## src/rtl/ebus_pkg.sv

```systemverilog
package ebus_pkg;
  typedef enum logic [1:0] {
    CYC_INT     = 2'd0,
    CYC_XFETCH  = 2'd1,
    CYC_XDATA16 = 2'd2,
    CYC_XDATA8  = 2'd3
  } cyc_e;
endpackage

```

## src/rtl/ebus_rst_qual.sv

```systemverilog
module ebus_rst_qual #(
  parameter int LIMIT = 24
) (
  input  logic clk,
  input  logic rst_in,
  output logic rst_q
);
  localparam int CW = $clog2(LIMIT + 1);
  localparam logic [CW-1:0] LIM_C  = CW'(LIMIT);
  localparam logic [CW-1:0] LIM_M1 = CW'(LIMIT - 1);

  logic [CW-1:0] hi_cnt;

  // Count consecutive high samples; saturate at the limit.
  always_ff @(posedge clk) begin
    if (!rst_in) begin
      hi_cnt <= '0;
      rst_q  <= 1'b0;
    end else begin
      if (hi_cnt != LIM_C) hi_cnt <= hi_cnt + 1'b1;
      if (hi_cnt == LIM_M1) rst_q <= 1'b1;
    end
  end
endmodule

```

## src/rtl/ebus_phase.sv

```systemverilog
module ebus_phase #(
  parameter int PH_PER_CYC = 12
) (
  input  logic                          clk,
  input  logic                          rst,
  output logic [$clog2(PH_PER_CYC)-1:0] ph,
  output logic                          wrap
);
  localparam int PW = $clog2(PH_PER_CYC);
  localparam logic [PW-1:0] LAST = PW'(PH_PER_CYC - 1);

  assign wrap = (ph == LAST);

  always_ff @(posedge clk) begin
    if (rst)       ph <= '0;
    else if (wrap) ph <= '0;
    else           ph <= ph + 1'b1;
  end
endmodule

```

## src/rtl/ebus_strobe.sv

```systemverilog
module ebus_strobe
  import ebus_pkg::*;
#(
  parameter int PH_PER_CYC = 12,
  parameter int ALE_W      = 2
) (
  input  logic [$clog2(PH_PER_CYC)-1:0] ph,
  input  cyc_e                          ctype,
  input  logic                          ale_off,
  input  logic                          movx_busy,
  input  logic                          ext_exec,
  input  logic [7:0]                    hi_addr,
  input  logic [7:0]                    p2_reg,
  output logic                          ale_d,
  output logic                          psen_n_d,
  output logic [7:0]                    hi_d
);
  localparam int PW = $clog2(PH_PER_CYC);
  localparam int HALF = PH_PER_CYC / 2;
  localparam logic [PW-1:0] HALF_C  = PW'(HALF);
  localparam logic [PW-1:0] ALEW_C  = PW'(ALE_W);
  localparam logic [PW-1:0] PSTRT_C = PW'(HALF / 2);

  logic          second_half;
  logic [PW-1:0] sub;
  logic          is_data;
  logic          quiet;

  always_comb begin
    second_half = (ph >= HALF_C);
    sub         = second_half ? (ph - HALF_C) : ph;
    is_data     = (ctype == CYC_XDATA16) || (ctype == CYC_XDATA8);
    quiet       = ale_off && !movx_busy && !ext_exec;

    if (quiet) ale_d = 1'b1;
    else       ale_d = (sub < ALEW_C) && !(is_data && second_half);

    psen_n_d = !((ctype == CYC_XFETCH) && (sub >= PSTRT_C));

    case (ctype)
      CYC_XFETCH, CYC_XDATA16: hi_d = hi_addr;
      default:                 hi_d = p2_reg;
    endcase
  end
endmodule

```

## src/rtl/ebus_seq.sv

```systemverilog
module ebus_seq
  import ebus_pkg::*;
#(
  parameter int AW         = 16,
  parameter int PH_PER_CYC = 12,
  parameter int RST_CYCLES = 2,
  parameter int ALE_W      = 2
) (
  input  logic          clk,
  input  logic          rst_in,
  input  logic [1:0]    cyc_type,
  input  logic          ale_off,
  input  logic          movx_busy,
  input  logic          ext_exec,
  input  logic [AW-1:0] addr,
  input  logic [7:0]    p2_reg,
  output logic          ale,
  output logic          psen_n,
  output logic [7:0]    addr_hi
);
  localparam int PW      = $clog2(PH_PER_CYC);
  localparam int RST_LIM = RST_CYCLES * PH_PER_CYC;

  logic          rst_q;
  logic [PW-1:0] ph;
  logic          wrap;
  cyc_e          ctype_q;
  logic          ale_d;
  logic          psen_n_d;
  logic [7:0]    hi_d;
  logic          unused_lo;

  assign unused_lo = ^addr[AW-9:0];

  ebus_rst_qual #(.LIMIT(RST_LIM)) u_rq (
    .clk    (clk),
    .rst_in (rst_in),
    .rst_q  (rst_q)
  );

  ebus_phase #(.PH_PER_CYC(PH_PER_CYC)) u_ph (
    .clk  (clk),
    .rst  (rst_q),
    .ph   (ph),
    .wrap (wrap)
  );

  always_ff @(posedge clk) begin
    if (rst_q)     ctype_q <= CYC_INT;
    else if (wrap) ctype_q <= cyc_e'(cyc_type);
  end

  ebus_strobe #(.PH_PER_CYC(PH_PER_CYC), .ALE_W(ALE_W)) u_dec (
    .ph        (ph),
    .ctype     (ctype_q),
    .ale_off   (ale_off),
    .movx_busy (movx_busy),
    .ext_exec  (ext_exec),
    .hi_addr   (addr[AW-1:AW-8]),
    .p2_reg    (p2_reg),
    .ale_d     (ale_d),
    .psen_n_d  (psen_n_d),
    .hi_d      (hi_d)
  );

  always_ff @(posedge clk) begin
    if (rst_q) begin
      ale     <= 1'b0;
      psen_n  <= 1'b1;
      addr_hi <= 8'hFF;
    end else begin
      ale     <= ale_d;
      psen_n  <= psen_n_d;
      addr_hi <= hi_d;
    end
  end
endmodule

```

## config.mk

```make
export PLATFORM = sky130hd
export DESIGN_NAME = ebus_seq
export DESIGN_NICKNAME = d
export VERILOG_FILES = /design/src/rtl/ebus_pkg.sv /design/src/rtl/ebus_rst_qual.sv /design/src/rtl/ebus_phase.sv /design/src/rtl/ebus_strobe.sv /design/src/rtl/ebus_seq.sv
export SDC_FILE = /design/constraint.sdc
export NUM_CORES = 1
export LEC_CHECK = 0
export ABC_AREA = 1
export ABC_CLOCK_PERIOD_IN_PS = 2500
export BUFFER_PORTS_ARGS = -buffer_cell sky130_fd_sc_hd__buf_2
export CORE_MARGIN = 4
export CORE_UTILIZATION = 40
export CTS_CLUSTER_SIZE = 30
export DETAILED_ROUTE_END_ITERATION = 10
export PLACE_DENSITY = 0.69
export RECOVER_POWER = 25
export SETUP_SLACK_MARGIN = 0.1
export SYNTH_ARGS = -nofsm -noshare
export SYNTH_HDL_FRONTEND = slang
export SYNTH_SLANG_ARGS = --single-unit
```

## constraint.sdc

```tcl
create_clock -name clk -period 2.5 [get_ports clk]
set_input_delay 0.5 -clock clk [delete_from_list [all_inputs] [get_ports clk]]
set_output_delay 0.5 -clock clk [all_outputs]
set_load 0.01 [all_outputs]
```

==> impl_metrics.csv <==
group,metric,value,unit
status,outcome,"finished, final reports clean",
job,cap_viol_max_count,0,
clocking,postCtsResizedCells,0,
timing,worst_hold_slack,389,ps
die,dieWidth,56.5,µm
final_layout,n_antenna_cell,0,
grt,grt_pass1_vias,786,
drt,drc,0,
clocking,cts_buffer_depth,2,
yosys,synth_nets,153,
placement,dp_cells,173,
grt,grt_pass1_wl,3210,µm
yosys,ys_types,18,
die,placementRows,17,
final_layout,areaGrowthSynthToFinish,23.3,%
setup_path,startpoint_type,"register",
yosys,synth_top_family_by_area,"simple AND/OR/NAND/NOR gates",
yosys,synth-simple-area-share,24.6,%
clocking,clkSinkCount,22,
clocking,insertion_delay,300,ps
drt,vias_per_cell,4.81,
grt,grt_max_degree,14,
yosys,synthXorXnorAreaFrac,0.932,%
placement,io_buffers,32,
timing,finalClockSkew,3.51,ps
setup_path,critPathArrivalTime,1600,ps
yosys,synth_seq_area_share,46.9,%
placement,hpwl,1550,µm
timing,rsz0062_at_grt,"no",
timing,fin_crit_sh,57.3,%
timing,finalHoldViolCount,0,
die,dieArea,0.00319,mm²
timing,fmax,698,MHz
grt,grt_use_total,12.5,%
clocking,cts-hold-fix-buffers,0,
timing,worst_pin_slew,390,ps
power,p_leak,0.605,nW
yosys,synth_fa_ha_area_share,9.32,%
final_layout,nets,188,
die,die_y,56.5,µm
die,core-area,0.00223,mm²
timing,fin_crit,1430,ps
yosys,avgSynthCellArea,8.17,µm²
setup_path,end_kind,"register",
final_layout,final_util,51.9,%
timing,max_slew_margin,74.0,%
yosys,ys_seq_elements,22,
final_layout,n_fill_cell,215,
yosys,synth-compound-area-share,11.6,%
drt,drt_first_pass_iters,4,
power,power_density,1160,mW/mm²
yosys,syn-instance-count,115,
die,initial_core_util,42.1,%
clocking,cts_tree,"done",
setup_path,worst-path-max-fanout,9,
placement,place_congestion,0.683,
power,peakVddDrop,0.693,mV
final_layout,design_area,0.00116,mm²
clocking,cts_buffers,3,
drt,drtAntennaViolNets,0,
placement,place_area,0.00112,mm²
timing,slew_viol_final,0,
yosys,synth_warnings,0,
drt,first_iter_violations,38,
timing,finalSetupTns,0,ps
final_layout,fin_cells,177,
timing,finalSetupViolations,0,
die,ios,41,
hold_path,hp-class,"in2reg",
setup_path,path_class,"reg2reg",
clocking,htreeDepth,1,
grt,gr-total-overflow,0,
final_layout,layout-drive-gt1-share,27.5,%
clocking,clkTransAtPathRegs,120,ps
drt,finalWirelength,1930,µm
grt,antenna_found_initial,0,
drt,vias,852,
clocking,root_buffer,"clkbuf_4",
yosys,muxShareOfSynthArea,0,%
clocking,cts_setup_buffers,0,
yosys,syn_area,940,µm²
setup_path,required,2670,ps
drt,wl_per_cell,10.9,µm
sequential cells by signal (all words and copies together), names as in the netlist:
| name | cells |
|---|---|
| u_rq.hi_cnt | 5 |
| u_ph.ph | 4 |
| addr_hi | 8 |
| u_rq.rst_q | 1 |
| ctype_q | 2 |
| ale | 1 |
| psen_n | 1 |
cell type report:
class | instances | area [µm²] | share of cell area [%]
multi-input cells | 77 | 434 | 37.5
clock buffers | 4 | 36.3 | 3.13
well taps | 28 | 35.0 | 3.02
inverters | 14 | 52.6 | 4.54
repair buffers | 32 | 160 | 13.8
flip-flops and latches | 22 | 440 | 38.0
final timing paths:
| check | startpoint | to | slack (ps) | cells after the start |
|---|---|---|---|---|
| max | ctype_q[0] | addr_hi[5] | 1070 | 5 |
| min | addr[11] | addr_hi[3] | 390 | 3 |
| max reg2reg | ctype_q[0] | addr_hi[5] | 1070 | 5 |
| min reg2reg | u_rq.rst_q | ale | 460 | 1 |
placed cells by master, fill, tap and decap left out:
| cell | n |
|---|---|
| a21oi_1 | 9 |
| a21oi_2 | 1 |
| buf_2 | 32 |
| clkbuf_4 | 3 |
| clkbuf_8 | 1 |
| dfxtp_1 | 22 |
| ha_1 | 7 |
| inv_1 | 14 |
| nand2_1 | 23 |
| nand3_1 | 15 |
| nand3_2 | 2 |
| nand3b_1 | 1 |
| nor2_1 | 5 |
| o211a_1 | 1 |
| o21ai_0 | 9 |
| or2_1 | 1 |
| or2_2 | 1 |
| or3b_2 | 1 |
| xor2_1 | 1 |
cells in the mapped netlist:
cell	count	area [µm²]
inv_1	14	52.6
nor2_1	5	18.8
nand3_1	15	75.1
nand3b_1	1	7.51
a21oi_1	9	45.0
nand2_1	22	82.6
nand3_2	2	20.0
o21ai_0	9	45.0
dfxtp_1	22	440
or2_1	1	6.26
buf_2	2	10.0
xor2_1	1	8.76
or2_2	1	6.26
nand2_2	1	6.26
or3b_2	1	8.76
ha_1	7	87.6
a21oi_2	1	8.76
o211a_1	1	10.0
per-layer routing:
metal  share of wire, %  track usage, %  wire, µm
met2                 54            22.9      1040
met4               0.42            5.08         8
met1                 42            13.8       801
met3                4.2            2.53        80
met5                  0               0         0
where the power goes:
group / switching, mW / internal, mW / total, mW / leakage, nW
Clock: 0.102 / 0.0888 / 0.191 / 0.0210
Combinational: 0.340 / 0.239 / 0.578 / 0.400
Sequential: 0.0830 / 0.491 / 0.574 / 0.184
critical path, stage by stage (launching register included):
cell     delay [ps]
dfxtp_1         400
inv_1            80
ha_1            440
inv_1           200
nand2_1          90
nand3_1          80
per-stage QoR:
stage / total power, mW / setup WS, ps
after floorplan: 0.977 / 1350
after global placement: 1.13 / 1180
after detailed placement: 1.16 / 1100
after CTS: 1.36 / 1080
after global routing: 1.46 / 989
final: 1.34 / 1070
logic make-up after synthesis:
group                      Yosys count
AOI/OAI and AO/OA                   20
xor gates and xnor gates             1
adders and majority gates            7
buffers and inverters               16
DFF                                 22
and+or+nand+nor                     49
Power figures use the tool's default switching activity.
